`config.mk`:
```
export PLATFORM = sky130hd
export DESIGN_NAME = itrig_timer
export DESIGN_NICKNAME = d
export VERILOG_FILES = /design/src/rtl/itrig_pkg.sv /design/src/rtl/itrig_ctrl.sv /design/src/rtl/itrig_counter.sv /design/src/rtl/itrig_srcsel.sv /design/src/rtl/itrig_timer.sv
export SDC_FILE = /design/constraint.sdc
export NUM_CORES = 1
export LEC_CHECK = 0
export ABC_CLOCK_PERIOD_IN_PS = 2000
export BUFFER_PORTS_ARGS = -buffer_cell sky130_fd_sc_hd__buf_2
export CORE_MARGIN = 2
export CORE_UTILIZATION = 53
export DETAILED_ROUTE_END_ITERATION = 8
export PLACE_DENSITY = 0.75
export SYNTH_ARGS = -nofsm -noshare
export SYNTH_HDL_FRONTEND = slang
export SYNTH_SLANG_ARGS = --single-unit
```
`constraint.sdc`:
```
create_clock -name clk -period 2 [get_ports clk]
set_input_delay 0.3 -clock clk [delete_from_list [all_inputs] [get_ports clk]]
set_output_delay 0.3 -clock clk [all_outputs]
set_load 0.01 [all_outputs]
```
`src/rtl/itrig_pkg.sv`:
```
package itrig_pkg;
   typedef enum logic [1:0] {
      CMD_NONE  = 2'd0,
      CMD_START = 2'd1,
      CMD_STOP  = 2'd2
   } itrig_cmd_e;
endpackage

```
`src/rtl/itrig_ctrl.sv`:
```
module itrig_ctrl
   import itrig_pkg::*;
(
   input  logic       clk,
   input  logic       rst_n,
   input  logic       start,
   input  logic       stop,
   output itrig_cmd_e cmd,
   output logic       busy
);
   // stop has priority over start
   always_comb begin
      if (stop)       cmd = CMD_STOP;
      else if (start) cmd = CMD_START;
      else            cmd = CMD_NONE;
   end

   always_ff @(posedge clk or negedge rst_n) begin
      if (!rst_n)                busy <= 1'b0;
      else if (cmd == CMD_STOP)  busy <= 1'b0;
      else if (cmd == CMD_START) busy <= 1'b1;
   end
endmodule

```
`src/rtl/itrig_counter.sv`:
```
module itrig_counter
   import itrig_pkg::*;
#(
   parameter int TW = 16
) (
   input  logic          clk,
   input  logic          rst_n,
   input  itrig_cmd_e    cmd,
   input  logic          busy,
   input  logic          wr_en,
   input  logic [TW-1:0] wr_data,
   output logic [TW-1:0] cnt,
   output logic [TW-1:0] tmo,
   output logic          evt
);
   localparam logic [TW-1:0] ONE = TW'(1);

   logic hit;
   assign hit = (cnt == tmo);
   assign evt = busy && hit;

   always_ff @(posedge clk or negedge rst_n) begin
      if (!rst_n)     tmo <= '0;
      else if (wr_en) tmo <= wr_data;
   end

   always_ff @(posedge clk or negedge rst_n) begin
      if (!rst_n)                cnt <= '0;
      else if (cmd == CMD_STOP)  cnt <= cnt;
      else if (cmd == CMD_START) cnt <= '0;
      else if (busy) begin
         if (wr_en || hit)       cnt <= '0;
         else                    cnt <= cnt + ONE;
      end
   end
endmodule

```
`src/rtl/itrig_srcsel.sv`:
```
module itrig_srcsel #(
   parameter bit SRC_REG = 1'b0
) (
   input  logic clk,
   input  logic rst_n,
   input  logic sel,
   input  logic timer_evt,
   input  logic ext_trig,
   output logic trig
);
   logic pick;
   assign pick = sel ? ext_trig : timer_evt;

   generate
      if (SRC_REG) begin : g_reg
         always_ff @(posedge clk or negedge rst_n) begin
            if (!rst_n) trig <= 1'b0;
            else        trig <= pick;
         end
      end else begin : g_comb
         assign trig = pick;
      end
   endgenerate
endmodule

```
`src/rtl/itrig_timer.sv`:
```
module itrig_timer
   import itrig_pkg::*;
#(
   parameter int TW      = 16,
   parameter bit SRC_REG = 1'b0
) (
   input  logic          clk,
   input  logic          rst_n,
   input  logic          wr_en,
   input  logic [TW-1:0] wr_data,
   input  logic          start,
   input  logic          stop,
   input  logic          trig_sel,
   input  logic          ext_trig,
   output logic          busy,
   output logic          evt,
   output logic          soc_trig
);
   generate
      if (TW < 2 || TW > 32) begin : g_bad_tw
         $error("itrig_timer: TW must lie in 2..32");
      end
   endgenerate

   itrig_cmd_e    cmd;
   logic [TW-1:0] cnt;
   logic [TW-1:0] tmo;

   itrig_ctrl u_ctrl (
      .clk   (clk),
      .rst_n (rst_n),
      .start (start),
      .stop  (stop),
      .cmd   (cmd),
      .busy  (busy)
   );

   itrig_counter #(.TW(TW)) u_cnt (
      .clk     (clk),
      .rst_n   (rst_n),
      .cmd     (cmd),
      .busy    (busy),
      .wr_en   (wr_en),
      .wr_data (wr_data),
      .cnt     (cnt),
      .tmo     (tmo),
      .evt     (evt)
   );

   itrig_srcsel #(.SRC_REG(SRC_REG)) u_sel (
      .clk       (clk),
      .rst_n     (rst_n),
      .sel       (trig_sel),
      .timer_evt (evt),
      .ext_trig  (ext_trig),
      .trig      (soc_trig)
   );
endmodule

```
==> results.sh, run 1 <==
export IMPL_outcome="complete, but fails checks"
export IMPL_violations="hold timing, setup timing"
export IMPL_clkLatencyLatePin_ns=0.35
export IMPL_fill_cells=262
export IMPL_cts_buffers=5
export IMPL_mostFrequentLayoutCells="29 x dfrtp_1, 25 x buf_2, 19 x buf_4"
export IMPL_synth_cell_area_um2=1780
export IMPL_clock_skew_ns=0.0158
export IMPL_powerDensity_nw_per_um2=640
export IMPL_worstSetupStartpoint="u_cnt.cnt[5]"
export IMPL_worstRegToRegCells=8
export IMPL_setup_slack_ns=-0.261
export IMPL_worstSetupEndpoint="soc_trig"
export IMPL_cts_num_sinks=33
export IMPL_p_leak_uw=0.000958
export IMPL_grt_usage=0.227
export IMPL_report_final_slew_viol_count=0
export IMPL_worstMarginPinSlew_ns=0.733
export IMPL_fin_nets=231
export IMPL_portBuffers=25
export IMPL_yosys_warnings=0
export IMPL_drt_iter0_drc=79
export IMPL_pre_cts_ws_ns=0.0384
export IMPL_syn_avg_cell_area_um2=10.9
export IMPL_synth_compound_area_frac=0.119
export IMPL_wl_per_cell_um=16.3
export IMPL_rsz0062_at_grt="yes"
export IMPL_die_h_um=62.0
export IMPL_synth_fa_ha_area_frac=0.00703
export IMPL_setup_viol=2
export IMPL_fmax_ghz=0.442
export IMPL_syn2layout_area_growth_pct=23.5
export IMPL_netlist_instances=163
export IMPL_clk_path_buf_depth=2
export IMPL_layout_commonest_cell="dfrtp_1"
export IMPL_synth_mux_area_frac=0.107
export IMPL_core_area_um2=3280
export IMPL_final_min_clock_period_ns=2.26
export IMPL_synth_xor_area_frac=0.0787
export IMPL_start_kind="flip-flop"
export IMPL_ys_types=30
export IMPL_grt_pass1_wl_um=6220
export IMPL_hold_violations=9
export IMPL_cp_end_kind="output port"
export IMPL_h_tree_depth=2
export IMPL_remaining_drc_errors=0
export IMPL_clk_transition_reported_paths_ns=0.11
export IMPL_ys_seq_elements=33
export IMPL_clock_root_buffer="clkbuf_4"
export IMPL_seq_area_frac_synth=0.464
export IMPL_antenna_found_initial=0
export IMPL_hold_class="in2async"
export IMPL_final_hold_worst_slack_ns=-0.00400
export IMPL_antenna_cells=0
export IMPL_rows=21
export IMPL_arrival_ns=1.96
export IMPL_rrSetupSlack_ns=0.03
export IMPL_drt_wl_total_um=4150
export IMPL_ios=26
export IMPL_cp_required_ns=1.70
export IMPL_hpwlAfterDp_um=2740
export IMPL_dr_pass1_iters=4
export IMPL_rr_startpoint="u_cnt.cnt[5]"
export IMPL_synth_simple_area_share=0.171
export IMPL_viasPerCell=5.82
export IMPL_synth_top_family_by_area="simple AND/OR/NAND/NOR gates"
export IMPL_critical_path_class="reg2out"
export IMPL_fin_util=0.670
export IMPL_vias=1478
export IMPL_gp_congestion=0.924
export IMPL_path_max_fanout=4
export IMPL_final_antenna_net_count=0
export IMPL_rr_endpoint="u_cnt.cnt[2]"
export IMPL_fin_crit_sh=1.13
export IMPL_synth_nets=187
export IMPL_peakVddDrop_uv=431
export IMPL_relSlewSlack=0.511
export IMPL_start_util=0.542
export IMPL_cts_tree="done"
export IMPL_cts_hold_buf=0
export IMPL_grt_pass1_vias=1352
export IMPL_overflow=0
export IMPL_drv_cap=0
export IMPL_dieArea_um2=3840
export IMPL_drive_above_1_share=0.423
export IMPL_grt_start_max_net_pins=34
export IMPL_die_x_um=62.0
-- critical path, stage by stage (launching register included) --
cell and delay (ns):
dfrtp_1 0.45, xor2_1 0.19, nor4_2 0.30, nand4_1 0.25
o31ai_2 0.26, buf_2 0.17
-- worst min-delay path by stage --
stage / from / to / slack, ns / depth (start not counted)
after floorplan: rst_n / u_cnt.cnt[0] / 0.004 / 0
after global placement: rst_n / u_cnt.cnt[2] / 0.39 / 1
after detailed placement: rst_n / u_cnt.cnt[2] / 0.40 / 1
after CTS: rst_n / u_cnt.cnt[12] / 0.02 / 1
after global routing: rst_n / u_cnt.cnt[13] / 0.05 / 1
final: rst_n / u_cnt.cnt[11] / -0.004 / 1
-- area by class of cell --
cell class | instances | area [um^2] | area share
clock buffers | 7 | 55.1 | 0.0250
multi-input cells | 112 | 902 | 0.410
flip-flops and latches | 33 | 831 | 0.378
well taps | 46 | 57.6 | 0.0262
clock inverters | 1 | 30.0 | 0.0137
repair buffers | 46 | 290 | 0.132
inverters | 9 | 33.8 | 0.0154
-- metal layers --
metal / part of all wire / global-route usage / up-vias / routed length [um]
li1: - / - / 692 / -
met1: 0.43 / 0.298 / 711 / 1790
met2: 0.48 / 0.354 / 61 / 2010
met3: 0.059 / 0.0621 / 14 / 245
met4: 0.024 / 0.0942 / 0 / 98
met5: 0 / 0 / - / 0
-- power breakdown --
| group | total, uW | internal (uW) | switching [uW] | leakage, uW |
|---|---|---|---|---|
| Clock | 532 | 298 | 234 | 0.0000455 |
| Combinational | 147 | 73.7 | 73.5 | 0.000496 |
| Sequential | 729 | 703 | 26.2 | 0.000416 |
-- sequential cells by signal, summed over array words and instances (netlist names) --
| signal | cells |
|---|---|
| u_cnt.cnt | 16 |
| u_cnt.tmo | 16 |
| u_ctrl.busy | 1 |
-- stage by stage --
stage          setup TNS (ns)  std cells  instance area, um^2  hold WS, ns  power [uW]
2_1_floorplan               0        163                 1780      0.00441         823
3_3_place_gp                0        236                 1980        0.387         877
3_5_place_dp                0        236                 1980        0.399         884
4_1_cts                -0.567        244                 2070       0.0154        1410
5_1_grt                 -1.60        254                 2200       0.0473        1470
6_report               -0.484        254                 2200     -0.00400        1410
-- Yosys cell counts --
| master | instances | area share |
|---|---|---|
| nor4_1 | 4 | 0.014 |
| and4_1 | 2 | 0.0098 |
| o21bai_1 | 1 | 0.0042 |
| buf_2 | 4 | 0.011 |
| ha_1 | 1 | 0.0070 |
| buf_6 | 3 | 0.019 |
| nor4_4 | 1 | 0.012 |
| a32o_1 | 1 | 0.0056 |
| a31oi_1 | 6 | 0.021 |
| nor3_1 | 2 | 0.0056 |
| dfrtp_1 | 33 | 0.46 |
| or3_1 | 1 | 0.0035 |
| o311ai_1 | 2 | 0.0098 |
| xor2_1 | 16 | 0.079 |
| o31ai_1 | 1 | 0.0042 |
| nand3_1 | 9 | 0.025 |
| o21ai_1 | 2 | 0.0056 |
| o22ai_1 | 3 | 0.011 |
| nor2_1 | 3 | 0.0063 |
| nand2_2 | 1 | 0.0035 |
| and3_1 | 2 | 0.0070 |
| inv_1 | 9 | 0.019 |
| clkbuf_1 | 2 | 0.0042 |
| nand2_1 | 15 | 0.032 |
| nand4_1 | 14 | 0.049 |
| o311ai_2 | 6 | 0.055 |
| mux2_2 | 16 | 0.10 |
| o21ai_0 | 1 | 0.0028 |
| or2_2 | 1 | 0.0035 |
| mux2i_1 | 1 | 0.0056 |
-- cell families (layout without fill, tap and decap cells) --
group           count (synthesis)  count (layout)
flops                          33              33
mux                            17              17
buf+inv                        18              63
xor+xnor                       16              16
fa+ha+maj                       1               1
compound gates                 23              23
simple gates                   55              55
-- timing repair --
item / in CTS / in global routing
buffers inserted: 0 / 9
pin swaps: 0 / 4
resized for setup: 1 / 13
endpoints found under the setup margin: 2 / 14
gates cloned: 0 / 1
(Power assumes the default switching activity.)
==> inputs of run 2 (changes only) <==
Settings changed: CORE_UTILIZATION 53 to 56, CTS_BUF_LIST set to sky130_fd_sc_hd__clkbuf_16, PLACE_DENSITY 0.75 to 0.78.
==> run 2 against run 1 <==
Effect of this change: the run ends with setup timing left; sequential cell count unchanged; die area down 5.0%; worst hold slack better by 0.076 ns; power up 26%; global-route usage up 4.3 points; non-clock buffer count unchanged; register-to-register slack about the same; combinational power up 5%; worst setup slack better by 0.082 ns; sequential share of layout area down 1.3 points; wire length up 7.2%; clock-buffer cell count down 2; critical endpoint unchanged; largest power group is now clock.
==> results.sh, run 2 (synthesized netlist as in run 1, its figures left out) <==
export IMPL_clock_root_buffer="clkbuf_16"
export IMPL_path_delay_family="simple AND/OR/NAND/NOR gates"
export IMPL_hold_class="in2async"
export IMPL_overflow=0
export IMPL_grt_usage=0.269
export IMPL_hpwlAfterDp_um=2850
export IMPL_report_final_slew_viol_count=0
export IMPL_wl_per_cell_um=17.6
export IMPL_dp_cells=236
export IMPL_remaining_drc_errors=0
export IMPL_cts_tree="done"
export IMPL_worstMarginPinSlew_ns=0.714
export IMPL_powerDensity_nw_per_um2=782
export IMPL_fmax_ghz=0.459
export IMPL_cpMaxStageDelayCell="dfrtp_1"
export IMPL_switching_share=0.230
export IMPL_grt_pass1_wl_um=7100
export IMPL_power_frac_seq=0.413
export IMPL_worstRegToRegCells=7
export IMPL_fill_cells=186
export IMPL_final_min_clock_period_ns=2.18
export IMPL_clk_transition_reported_paths_ns=0.05
export IMPL_clock_skew_ns=0.00446
export IMPL_setup_slack_ns=-0.179
export IMPL_p_sw_uw=408
export IMPL_cp_end_kind="output port"
export IMPL_final_antenna_net_count=0
export IMPL_drt_iter0_drc=126
export IMPL_grt_pass1_vias=1470
export IMPL_dr_pass1_iters=5
export IMPL_critical_path_class="reg2out"
export IMPL_mostFrequentLayoutCells="31 x dfrtp_1, 26 x buf_2, 19 x buf_4"
export IMPL_cts_buffers=5
export IMPL_rrSetupSlack_ns=0.04
export IMPL_die_h_um=60.4
export IMPL_rows=20
export IMPL_cp_num_buf_inv=1
export IMPL_h_tree_depth=2
export IMPL_internal_power_uw=1370
export IMPL_antenna_cells=0
export IMPL_path_max_fanout=3
export IMPL_start_util=0.588
export IMPL_core_area_um2=3030
export IMPL_clkLatencyLatePin_ns=0.28
export IMPL_peakVddDrop_uv=700
export IMPL_rr_endpoint="u_cnt.cnt[5]"
export IMPL_fin_nets=231
export IMPL_fin_crit_sh=1.09
export IMPL_start_kind="flip-flop"
export IMPL_gp_congestion=0.905
export IMPL_cts_num_sinks=33
export IMPL_drive_above_1_share=0.409
export IMPL_arrival_ns=1.88
export IMPL_rsz0062_at_grt="yes"
export IMPL_p_leak_uw=0.00100
export IMPL_portBuffers=25
export IMPL_viasPerCell=6.25
export IMPL_vias=1576
export IMPL_syn2layout_area_growth_pct=27.5
export IMPL_drv_cap=0
export IMPL_drt_wl_total_um=4450
export IMPL_largest_registers="u_cnt.cnt: 16 flops, u_cnt.tmo: 16 flops, u_ctrl.busy: 1 flops"
export IMPL_layout_commonest_cell="dfrtp_1"
export IMPL_finalPower_uw=1780
export IMPL_ios=26
export IMPL_rr_startpoint="u_cnt.tmo[15]"
export IMPL_fin_setup_tns_ns=-0.327
export IMPL_outcome="complete, but fails checks"
export IMPL_clk_path_buf_depth=2
export IMPL_grt_start_max_net_pins=34
export IMPL_hold_violations=0
export IMPL_p_clk_frac=0.500
export IMPL_dieArea_um2=3650
export IMPL_antenna_found_initial=0
export IMPL_die_x_um=60.4
export IMPL_cp_required_ns=1.70
export IMPL_comb_power_share=0.087
export IMPL_fin_cells=252
export IMPL_violations="setup timing"
export IMPL_setup_viol=2
export IMPL_crit_chain="xor2_1 > nor4_2 > nand4_1 > o31ai_1 > buf_2"
export IMPL_relSlewSlack=0.524
export IMPL_slowest_delay_ns=0.41
[run 2: worst max-delay path by stage]
stage                        from  depth (start not counted)             to  slack, ns
global route        u_cnt.tmo[15]                          5       soc_trig      -0.26
CTS                  u_cnt.cnt[7]                          5       soc_trig      -0.20
floorplan            u_cnt.cnt[8]                          6       soc_trig       0.14
detailed placement   u_cnt.cnt[3]                          6  u_cnt.cnt[11]       0.04
global placement     u_cnt.cnt[3]                          6  u_cnt.cnt[11]       0.04
finish              u_cnt.tmo[15]                          5       soc_trig      -0.18
[run 2: final cells by class]
class,instances,area [um^2],share of cell area
well taps,44,55.1,0.0242
repair buffers,46,284,0.125
flip-flops and latches,33,828,0.365
clock buffers,5,125,0.0551
clock inverters,3,46.3,0.0204
inverters,9,33.8,0.0149
multi-input cells,112,898,0.396
[run 2: metrics by stage]
step                       util  setup slack [ns]  cell area (um^2)  hold WS [ns]
final                     0.750            -0.179              2270        0.0719
after global placement    0.660            0.0404              2000         0.388
after floorplan               -             0.139              1780       0.00441
after detailed placement  0.660            0.0430              2000         0.400
after CTS                 0.731            -0.196              2210         0.109
after global routing      0.750            -0.263              2270         0.149
[run 2: power groups by stage]
| stage | sequential [uW] | combinational [uW] | clock [uW] |
|---|---|---|---|
| after floorplan | 737 | 86.0 | 0 |
| after global placement | 741 | 137 | 0 |
| after detailed placement | 744 | 144 | 0 |
| after CTS | 733 | 147 | 889 |
| after global routing | 736 | 170 | 924 |
| final | 733 | 155 | 888 |
[run 2: timing repair]
item / CTS / global route
pin swaps: 4 / 4
cloned: 1 / 0
buffers inserted: 4 / 3
hold buffers: 0 / 0
gates resized for setup: 4 / 5
endpoints found under the setup margin: 3 / 15
[run 2: layer usage]
metal / up-vias / share of wire / GRT usage
met3: 26 / 0.086 / 0.0768
met5: - / 0 / 0
met1: 747 / 0.40 / 0.357
met4: 0 / 0.034 / 0.0921
li1: 698 / - / -
met2: 105 / 0.47 / 0.429
